--- config.mk ---
export PLATFORM = sky130hd
export DESIGN_NAME = qdac_regif
export DESIGN_NICKNAME = d
export VERILOG_FILES = /design/src/rtl/qdac_pkg.sv /design/src/rtl/qdac_rst_sync.sv /design/src/rtl/qdac_decode.sv /design/src/rtl/qdac_chan.sv /design/src/rtl/qdac_regif.sv
export SDC_FILE = /design/constraint.sdc
export NUM_CORES = 1
export LEC_CHECK = 0
export CORE_ASPECT_RATIO = 0.75
export CORE_UTILIZATION = 57
export DETAILED_ROUTE_END_ITERATION = 12
export DONT_BUFFER_PORTS = 1
export PLACE_DENSITY_LB_ADDON = 0.25
export SKIP_LAST_GASP = 1
export SYNTH_ARGS = -nofsm -noshare
export SYNTH_HDL_FRONTEND = slang
export SYNTH_SLANG_ARGS = --single-unit
--- constraint.sdc ---
create_clock -name clk -period 3 [get_ports clk]
set_input_delay 0.9 -clock clk [delete_from_list [all_inputs] [get_ports clk]]
set_output_delay 0.9 -clock clk [all_outputs]
set_load 0.01 [all_outputs]
--- src/rtl/qdac_pkg.sv ---
// Package qdac_pkg
// Shared definitions for the quad register interface: bus access kinds and
// the helper that derives the reset code from the variant parameter.
package qdac_pkg;

    typedef enum logic [1:0] {
        ACC_IDLE  = 2'd0,
        ACC_WRITE = 2'd1,
        ACC_READ  = 2'd2
    } qdac_acc_e;

    // Reset code: mid-scale (top bit only) or all zeros.
    function automatic logic [31:0] qdac_reset_code(input int width, input bit mid);
        logic [31:0] v;
        v = '0;
        if (mid) v[width-1] = 1'b1;
        return v;
    endfunction

endpackage

--- src/rtl/qdac_rst_sync.sv ---
// Module qdac_rst_sync
// Reset conditioner. Assertion passes straight through (asynchronous); release
// is delayed through STAGES flops on clk. Assumes arst_n may change at any time.
module qdac_rst_sync #(
    parameter int STAGES = 2
) (
    input  logic clk,
    input  logic arst_n,
    output logic rst_n
);
    logic [STAGES-1:0] chain_q;

    // Shift ones in after release; clear the chain at once on assertion.
    always_ff @(posedge clk or negedge arst_n) begin
        if (!arst_n) chain_q <= '0;
        else         chain_q <= {chain_q[STAGES-2:0], 1'b1};
    end

    assign rst_n = chain_q[STAGES-1];

endmodule

--- src/rtl/qdac_decode.sv ---
// Module qdac_decode
// Bus decoder and read-back selector. Turns chip select, direction and address
// into one write enable per channel and a read enable, and picks the addressed
// staging value for the read path. Assumes bus inputs are synchronous to clk.
module qdac_decode
    import qdac_pkg::*;
#(
    parameter int NUM_CH = 4,
    parameter int DATA_W = 12,
    localparam int ADDR_W = (NUM_CH > 1) ? $clog2(NUM_CH) : 1
) (
    input  logic                     clk,
    input  logic                     rst_n,
    input  logic                     cs_n,
    input  logic                     rw,
    input  logic [ADDR_W-1:0]        addr,
    input  logic [NUM_CH*DATA_W-1:0] stage_flat,
    output logic [NUM_CH-1:0]        wr_en,
    output logic                     rd_en,
    output logic [DATA_W-1:0]        rd_data
);
    qdac_acc_e acc;

    // Classify the current bus access.
    always_comb begin
        if (cs_n)    acc = ACC_IDLE;
        else if (rw) acc = ACC_READ;
        else         acc = ACC_WRITE;
    end

    assign rd_en = (acc == ACC_READ);

    // One write enable per channel, raised only for the addressed one.
    for (genvar c = 0; c < NUM_CH; c++) begin : g_wen
        assign wr_en[c] = (acc == ACC_WRITE) && (addr == ADDR_W'(c));
    end

    // Read-back selector over the staging registers.
    always_comb begin
        rd_data = '0;
        for (int c = 0; c < NUM_CH; c++) begin
            if (addr == ADDR_W'(c)) rd_data = stage_flat[c*DATA_W +: DATA_W];
        end
    end

    // never more than one staging register open at a time.
    a_r3_single_write: assert property (@(posedge clk) disable iff (!rst_n)
        $onehot0(wr_en));

    // a read cycle opens no staging register.
    a_r4_read_no_write: assert property (@(posedge clk) disable iff (!rst_n)
        rd_en |-> (wr_en == '0));

endmodule

--- src/rtl/qdac_chan.sv ---
// Module qdac_chan
// One converter channel: staging register plus code register. The staging
// register reloads from the bus every edge its write enable is high; the code
// register reloads from the staging register's next value while ld_n is low,
// so a pass-through write lands in both on the same edge.
module qdac_chan #(
    parameter int          DATA_W  = 12,
    parameter logic [31:0] RST_VAL = 32'h800
) (
    input  logic              clk,
    input  logic              rst_n,
    input  logic              wr_en,
    input  logic              ld_n,
    input  logic [DATA_W-1:0] din,
    output logic [DATA_W-1:0] stage_q,
    output logic [DATA_W-1:0] code_q
);
    localparam logic [DATA_W-1:0] RV = RST_VAL[DATA_W-1:0];

    logic [DATA_W-1:0] stage_d;

    // Next staging value: bus while open, otherwise hold.
    assign stage_d = wr_en ? din : stage_q;

    // Staging register with asynchronous reset.
    always_ff @(posedge clk or negedge rst_n) begin
        if (!rst_n) stage_q <= RV;
        else        stage_q <= stage_d;
    end

    // Code register, loaded while the load strobe is low.
    always_ff @(posedge clk or negedge rst_n) begin
        if (!rst_n)     code_q <= RV;
        else if (!ld_n) code_q <= stage_d;
    end

    // an open staging register captures the bus value.
    a_r2_capture: assert property (@(posedge clk) disable iff (!rst_n)
        wr_en |=> (stage_q == $past(din)));

    // a closed staging register holds.
    a_r5_hold_closed: assert property (@(posedge clk) disable iff (!rst_n)
        !wr_en |=> $stable(stage_q));

    // a high load strobe freezes the code.
    a_r6_code_hold: assert property (@(posedge clk) disable iff (!rst_n)
        ld_n |=> $stable(code_q));

    // a low load strobe makes the code match the staging register.
    a_r6_code_follow: assert property (@(posedge clk) disable iff (!rst_n)
        !ld_n |=> (code_q == stage_q));

    // both stages come out of reset at the reset value.
    a_r8_release_value: assert property (@(posedge clk)
        $rose(rst_n) |-> (stage_q == RV && code_q == RV));

endmodule

--- src/rtl/qdac_regif.sv ---
// Module qdac_regif
// Top of the quad double-buffered register interface. Conditions the reset,
// decodes bus accesses, instantiates one channel per converter and presents
// the read-back bus and the four codes. Assumes bus inputs synchronous to clk.
module qdac_regif
    import qdac_pkg::*;
#(
    parameter int NUM_CH    = 4,
    parameter int DATA_W    = 12,
    parameter bit RESET_MID = 1'b1,
    localparam int ADDR_W = (NUM_CH > 1) ? $clog2(NUM_CH) : 1,
    localparam logic [31:0] RST_CODE = qdac_reset_code(DATA_W, RESET_MID)
) (
    input  logic                     clk,
    input  logic                     arst_n,
    input  logic                     cs_n,
    input  logic                     rw,
    input  logic [ADDR_W-1:0]        addr,
    input  logic                     ld_n,
    input  logic [DATA_W-1:0]        bus_din,
    output logic [DATA_W-1:0]        bus_dout,
    output logic                     bus_oe,
    output logic [NUM_CH*DATA_W-1:0] dac_codes
);
    logic                     rst_n;
    logic [NUM_CH-1:0]        wr_en;
    logic                     rd_en;
    logic [DATA_W-1:0]        rd_data;
    logic [NUM_CH*DATA_W-1:0] stage_flat;

    qdac_rst_sync #(.STAGES(2)) u_rst (
        .clk    (clk),
        .arst_n (arst_n),
        .rst_n  (rst_n)
    );

    qdac_decode #(.NUM_CH(NUM_CH), .DATA_W(DATA_W)) u_dec (
        .clk        (clk),
        .rst_n      (rst_n),
        .cs_n       (cs_n),
        .rw         (rw),
        .addr       (addr),
        .stage_flat (stage_flat),
        .wr_en      (wr_en),
        .rd_en      (rd_en),
        .rd_data    (rd_data)
    );

    for (genvar c = 0; c < NUM_CH; c++) begin : g_ch
        qdac_chan #(.DATA_W(DATA_W), .RST_VAL(RST_CODE)) u_ch (
            .clk     (clk),
            .rst_n   (rst_n),
            .wr_en   (wr_en[c]),
            .ld_n    (ld_n),
            .din     (bus_din),
            .stage_q (stage_flat[c*DATA_W +: DATA_W]),
            .code_q  (dac_codes[c*DATA_W +: DATA_W])
        );
    end

    // Read-back drive: data only while a read is in progress.
    assign bus_oe   = rd_en;
    assign bus_dout = rd_en ? rd_data : '0;

    // the bus is never driven outside a read access.
    a_r9_oe_quiet: assert property (@(posedge clk) disable iff (!rst_n)
        (cs_n || !rw) |-> (!bus_oe && bus_dout == '0));

endmodule

# Word level (Yosys, flattened, before mapping)
# Index checks and enable logic that the tools add are counted.
# word_totals
ff_bits	98
output_inout_bits	61
# op_classes
n_eq_ne	5
mux	11
n_reduce_logical	5
# op_table
cell	count
$mux W12	9
$eq A2 B2 Y1 const B	3
$eq A2 B1 Y1 const B	2
$logic_and A1 B1 Y1	4
$mux W2	2
$logic_not A2 Y1	1

# Longest topological paths before layout
# Gate-level depths: netlist (run 1).
# logic_depth
depth_word	6
mapped_depth	5

# Hierarchy
# Synthesis (run 1) repeated with hierarchy kept, for this count alone.
# unflattened
cells_unflattened	237
hier_area_um2	4232.8
# by_module_without_submodules
mod	instances	cells_each	area_each_um2	seq_area_each_um2
qdac_chan	4	50	927.1	603.1
qdac_decode	1	21	374.1	0.0
qdac_regif	1	13	96.3	0.0
qdac_rst_sync	1	3	53.8	50.0

# Least setup slack after synthesis (run 1)
# OpenSTA, ideal clock, no wires.
# synth_path
path_kind	input to output
startpoint	input port addr[0]
endpoint	output port bus_dout[10]
t_arrival_ps	1883
required_ps	2100
path_slack_ps	217
cell_stages	4
path_buffers	2
path_cell_list	buf_6 > buf_4 > mux4_2 > nor2b_1
# synth_via
elab_chain_cells	6
# synth_lines
element	line	source
start, declared	qdac_regif.sv:18	input logic [ADDR_W-1:0] addr,
$logic_not A2 Y1	qdac_decode.sv:42	if (addr == ADDR_W'(c)) rd_data = stage_flat[c*DATA_W +: DATA_W];
$mux W12 (3 in a row)	qdac_decode.sv:42	
$mux W12 (*)	qdac_decode.sv:42	
$mux W12 (*)	qdac_regif.sv:63	assign bus_dout = rd_en ? rd_data : '0;
end, declared	qdac_regif.sv:21	output logic [DATA_W-1:0] bus_dout,
# Mark *: on every way between the ends. The rest lies on a longest branch, timed or not.

# Worst setup path in the final report (run 1)
# layout_path
startpoint	input port rw
endpoint	output port bus_dout[2]
# layout_via
elab_chain_cells	4
# layout_lines
element	line	source
start, declared	qdac_regif.sv:17	input logic rw,
$mux W2	qdac_decode.sv:27	else if (rw) acc = ACC_READ;
$mux W2	qdac_decode.sv:26	if (cs_n) acc = ACC_IDLE;
$eq A2 B2 Y1	qdac_decode.sv:31	assign rd_en = (acc == ACC_READ);
$mux W12	qdac_regif.sv:63	
# No other way between the ends.

==> results of run 1 <==
worst max path at each step:
stage | endpoint | startpoint | cells past startpoint
finish | bus_dout[2] | rw | 2
global route | bus_dout[1] | rw | 2
CTS | bus_dout[1] | rw | 2
detailed placement | bus_dout[2] | rw | 2
floorplan | g_ch[0].u_ch.code_q[0]$_DFFE_PN0N_ | u_rst.chain_q[1]$_DFF_PN0_ | 0
global placement | bus_dout[8] | rw | 2
synth_stat cells (2+ instances only):
| cell | n | area [um^2] |
|---|---|---|
| dfrtp_1 | 90 | 2250 |
| mux2_2 | 56 | 631 |
| mux2_4 | 40 | 601 |
| nor2b_1 | 12 | 75.1 |
| mux4_2 | 11 | 248 |
| dfstp_2 | 8 | 210 |
| buf_6 | 5 | 56.3 |
| clkbuf_1 | 5 | 18.8 |
| buf_2 | 2 | 10.0 |
| nor4b_4 | 2 | 47.6 |
sequential cells by signal, indices dropped and copies added (netlist names):
signal,cells
g_ch.u_ch.code_q,48
g_ch.u_ch.stage_q,48
u_rst.chain_q,2
cell type report:
class                           instances  area share
Clock buffer                           13      0.0351
Clock inverter                          3      0.0102
Inverter                                1    0.000829
Multi-Input combinational cell        126       0.372
Sequential cell                        98       0.545
Tap cell                               98      0.0271
Timing Repair Buffer                    6     0.00995
report_power, final:
part           internal [uW]  switching [uW]
logic                    394             163
clock network            435             429
registers               1660             301
total                   2490             892
per-stage QoR:
step / area, um^2 / setup WS, ns / util
final: 4530 / 0.384 / 0.647
after global routing: 4530 / 0.314 / 0.647
after CTS: 4530 / 0.366 / 0.647
after detailed placement: 4320 / 0.379 / 0.618
after global placement: 4320 / 0.393 / 0.618
after floorplan: 4240 / 0.0820 / -
metal layers:
layer | track usage | part of all wire
met5 | 0 | 0
met4 | 0.0826 | 0.016
met3 | 0.0902 | 0.070
met2 | 0.336 | 0.47
met1 | 0.287 | 0.45
logic make-up (layout without fill, tap and decap cells):
group / Yosys count / in the layout / synth area share
muxes: 108 / 108 / 0.355
DFF: 98 / 98 / 0.581
and+or+nand+nor: 17 / 17 / 0.0396
buffers and inverters: 14 / 23 / 0.0227
other: 1 / 1 / 0.000885
==> out/results.ini, run 1 <==
[sta]
tightest_slew_ns = 1.02
finalSetupTns_ns = 0
setup_viol_count_final = 0
fmax_mhz = 382
rsz0062_at_grt = no
hold_violations = 0
holdWs_ns = 0.212
finalCritPeriodShare = 0.872
clock-skew-final_ns = 0.00822
slew_violations = 0
fin_crit_ns = 2.62
relSlewSlack = 0.322

[floorplan]
rows = 26
coreArea_um2 = 6990
io_pins = 80
die_area_um2 = 7780
initial_core_util = 0.606
dieHeight_um = 76.7
die_w_um = 102

[routing]
wl_per_cell_um = 22.2
drt-total-wl_um = 7660
first_pass_iters = 4
vias = 1988
drtIter0Drc = 55
ant_nets = 0
detail_route.vias_per_cell = 5.76
drc = 0

[critical_path]
cp-end-kind = output port
cpPeakStageDelay_ns = 0.46
worst_r2r_path_depth = 1
critPathTopFamily = simple AND/OR/NAND/NOR gates
r2r-start = u_rst.chain_q[1]$_DFF_PN0_
crit_chain = or2b_1 > nor2b_1
r2r-end = g_ch[1].u_ch.code_q[5]$_DFFE_PN0N_
crit_path_start_kind = primary input
cp.arrival_ns = 1.72
regToRegSetupSlack_ns = 1.66
crit_required_ns = 2.10
cp_max_fo = 13
slowest_stage = or2b_1
path_class = in2out
worst-path-buf-inv = 0

[layout]
nets = 261
final-seq-area_um2 = 2470
areaGrowthSynthToFinish_pct = 6.91
layout_commonest_cell = dfrtp_1
multi_input_area_um2 = 1690
finalNonFillerCells = 345
fillCellCount = 474
drive_gt1_frac = 0.567
final_cell_mix = dfrtp_1, mux2_2, mux2_4
antenna_cells = 0

[clock_tree]
post-cts-setup-buffers = 0
htreeDepth = 3
ctsHoldBuffers = 0
cts_tree = built
cts.clk_slew.worst_paths_ns = 0.09
cts_resized = 0
clockBufferDepth = 2
clock_latency_ns = 0.37
cts_buffers = 9
root_buffer = clkbuf_8
cts.sinks = 98

[place]
dpl.hpwl_um = 4880
globalplace.congestion = 0.734
io_buffers = 0
place_inst = 329

[synth]
synthCells = 238
yosysUniqueCellTypes = 17
syn_nets = 257
async_reset_ff_frac = 1.00
yosys_warnings = 0
synth.avg_cell_area_um2 = 17.8
netlist_area_um2 = 4240
ys_ff_latch = 98
ys_seq_area_frac = 0.581
synthFlopType = dfrtp_1
synth_edf_count = 0

[power]
power_leakage_uw = 0.00195
peakVddDrop_mv = 0.493
power_density_nw_per_um2 = 746
power_uw = 3380

[outcome]
status = finished, final reports clean

[hold_path]
hold_class = in2async

[global_routing]
grt_max_degree = 82
grt_overflow = 0
grt_pass1_vias = 2212
grt_usage = 0.222
grt_pass1_wl_um = 12200
antenna_found_initial = 0

[run]
max-cap-violations = 0

Power figures use the tool's default switching activity.
==> run 2, diff against run 1 <==
Settings changed: CORE_ASPECT_RATIO 0.75 to not set, CORE_MARGIN set to 2.
==> run 2 against run 1 <==
  * Clock skew grew 0.0012 ns
  * Power shrank 3.1%
  * Non-clock buffer count shrank 1
  * First-iteration DRC count grew 45%
  * Clock power shrank 11%
  * Core utilization shrank 2.2 points
  * Fmax grew 0.31%
  * Via count shrank 0.20%
  * Critical endpoint is now bus_dout[10]
  * Largest cell class unchanged
==> out/results.ini, run 2 (synthesis results as in run 1) <==
[clock_tree]
post-cts-setup-buffers = 0  ; unchanged
cts.clk_slew.worst_paths_ns = 0.09  ; about the same
cts.sinks = 98  ; unchanged
ctsHoldBuffers = 0  ; unchanged
clockBufferDepth = 2  ; unchanged
cts_resized = 0  ; unchanged
root_buffer = clkbuf_8
cts_tree = built
htreeDepth = 3  ; unchanged
cts_buffers = 9  ; unchanged
clock_latency_ns = 0.35  ; -0.02 ns

[critical_path]
cp.arrival_ns = 1.71  ; about the same
slowest_stage = or2b_1
worst-path-buf-inv = 0  ; unchanged
crit_path_start_kind = primary input
cp-end-kind = output port
cpPeakStageDelay_ns = 0.47  ; about the same
cp_max_fo = 13  ; unchanged
crit_chain = or2b_1 > nor2b_1
path_class = in2out
crit_required_ns = 2.10  ; about the same
critPathTopFamily = simple AND/OR/NAND/NOR gates

[place]
io_buffers = 0  ; unchanged
place_inst = 329  ; unchanged
globalplace.congestion = 0.774  ; +5.5%
dpl.hpwl_um = 4700  ; -3.8%
place_area_um2 = 4330  ; +0.14%

[outcome]
status = finished, final reports clean

[sta]
finalSetupTns_ns = 0  ; unchanged
finalCritPeriodShare = 0.869  ; -0.00266
clock-skew-final_ns = 0.00939  ; +0.00117 ns
hold_violations = 0  ; unchanged
fin_crit_ns = 2.61  ; -0.00798 ns
tightest_slew_ns = 0.729  ; -0.288 ns
setup_viol_count_final = 0  ; unchanged
rsz0062_at_grt = no
slew_violations = 0  ; unchanged
relSlewSlack = 0.514  ; +0.192
fmax_mhz = 383  ; +0.31%

[layout]
layout_commonest_cell = dfrtp_1
final_cell_mix = dfrtp_1, mux2_2, mux2_4
drive_gt1_frac = 0.565  ; -0.00176
finalNonFillerCells = 345  ; unchanged
multi_input_area_um2 = 1690  ; unchanged
top_regs = g_ch.u_ch.code_q x48, g_ch.u_ch.stage_q x48, u_rst.chain_q x2
final-seq-area_um2 = 2470  ; unchanged
nets = 260  ; -0.38%
areaGrowthSynthToFinish_pct = 6.50
design_area_um2 = 4510  ; -0.39%
antenna_cells = 0  ; unchanged
fillCellCount = 562  ; +19%

[power]
p_sw_frac = 0.266  ; +0.00150
pwr-share-comb = 0.171  ; +0.006
power_frac_clock = 0.235  ; -0.021
intPower_uw = 2400  ; -3.3%
power_density_nw_per_um2 = 726  ; -2.7%
seq_power_share = 0.594  ; +0.014
power_leakage_uw = 0.00194  ; -0.36%
p_switching_uw = 870  ; -2.6%
peakVddDrop_mv = 0.453  ; -8.3%

[global_routing]
grt_overflow = 0  ; unchanged
grt_usage = 0.199  ; -0.0227
antenna_found_initial = 0  ; unchanged
grt_pass1_vias = 2248  ; +1.6%
use_met3 = 0.0662  ; -0.0240
grt_use_met2 = 0.324  ; -0.0126
gr-usage-met1 = 0.262  ; -0.0254
grt_max_degree = 59  ; -28%
grt_busiest_layer = met2
grt_pass1_wl_um = 12200  ; about the same

[routing]
ant_nets = 0  ; unchanged
drt-total-wl_um = 7540  ; -1.5%
detail_route.vias_per_cell = 5.75  ; -0.20%
drc = 0  ; unchanged
first_pass_iters = 5  ; +1
drtIter0Drc = 80  ; +45%
wl_per_cell_um = 21.8  ; -1.5%
vias = 1984  ; -0.20%

[floorplan]
initial_core_util = 0.587  ; -0.0185
die_w_um = 90.2  ; -11%
coreArea_um2 = 7210  ; +3.1%
rows = 31  ; +19%
dieHeight_um = 90.2  ; +18%
io_pins = 80  ; unchanged
die_area_um2 = 8140  ; +4.5%

[hold_path]
hold_class = in2async

[run]
max-cap-violations = 0  ; unchanged

run 2: per-stage QoR:
| step | utilization | hold WS (ns) | power [uW] | worst slack [ns] |
|---|---|---|---|---|
| after floorplan | - | 0.331 | 2420 | 0.0820 |
| after detailed placement | 0.600 | 0.345 | 2540 | 0.373 |
| final | 0.625 | 0.234 | 3270 | 0.392 |
| after global routing | 0.625 | 0.195 | 3460 | 0.321 |
| after global placement | 0.600 | 0.335 | 2510 | 0.394 |
| after CTS | 0.625 | 0.209 | 3320 | 0.370 |
run 2: area by class of cell:
class	count	share of cell area
timing repair buffer	5	0.0111
inverter	1	0.000832
sequential	98	0.547
tap	99	0.0275
clock inverter	3	0.00499
multi-input combinational	126	0.374
clock buffer	13	0.0352
run 2: power by group through the flow:
stage	combinational (uW)	clock [uW]	sequential, uW
floorplan	509	0	1910
global placement	550	0	1960
detailed placement	563	0	1980
CTS	568	799	1950
global route	609	867	1990
finish	559	770	1940
run 2: path summary, 6_finish.rpt:
check | from | end | slack (ns) | cells past startpoint
setup / recovery | rw | bus_dout[10] | 0.39 | 2
hold / removal | arst_n | u_rst.chain_q[0]$_DFF_PN0_ | 0.23 | 0
setup reg to reg | u_rst.chain_q[1]$_DFF_PN0_ | g_ch[2].u_ch.stage_q[7]$_DFF_PN0_ | 1.93 | 1
hold reg to reg | u_rst.chain_q[0]$_DFF_PN0_ | u_rst.chain_q[1]$_DFF_PN0_ | 0.37 | 0
max in group asynchronous | u_rst.chain_q[1]$_DFF_PN0_ | g_ch[2].u_ch.stage_q[7]$_DFF_PN0_ | 1.93 | 1
min in group clk | u_rst.chain_q[0]$_DFF_PN0_ | u_rst.chain_q[1]$_DFF_PN0_ | 0.37 | 0
run 2: routing by layer:
metal / wire, um / up-vias
met5: 0 / -
met3: 411 / 10
met2: 3760 / 49
met1: 3280 / 1054
met4: 83 / 0
li1: - / 871
==> run 3, diff against run 2 <==
Settings changed: SKIP_LAST_GASP 1 to not set.
==> results of run 3 <==
No change in the layout: final DEF, timing and power equal those of run 2.
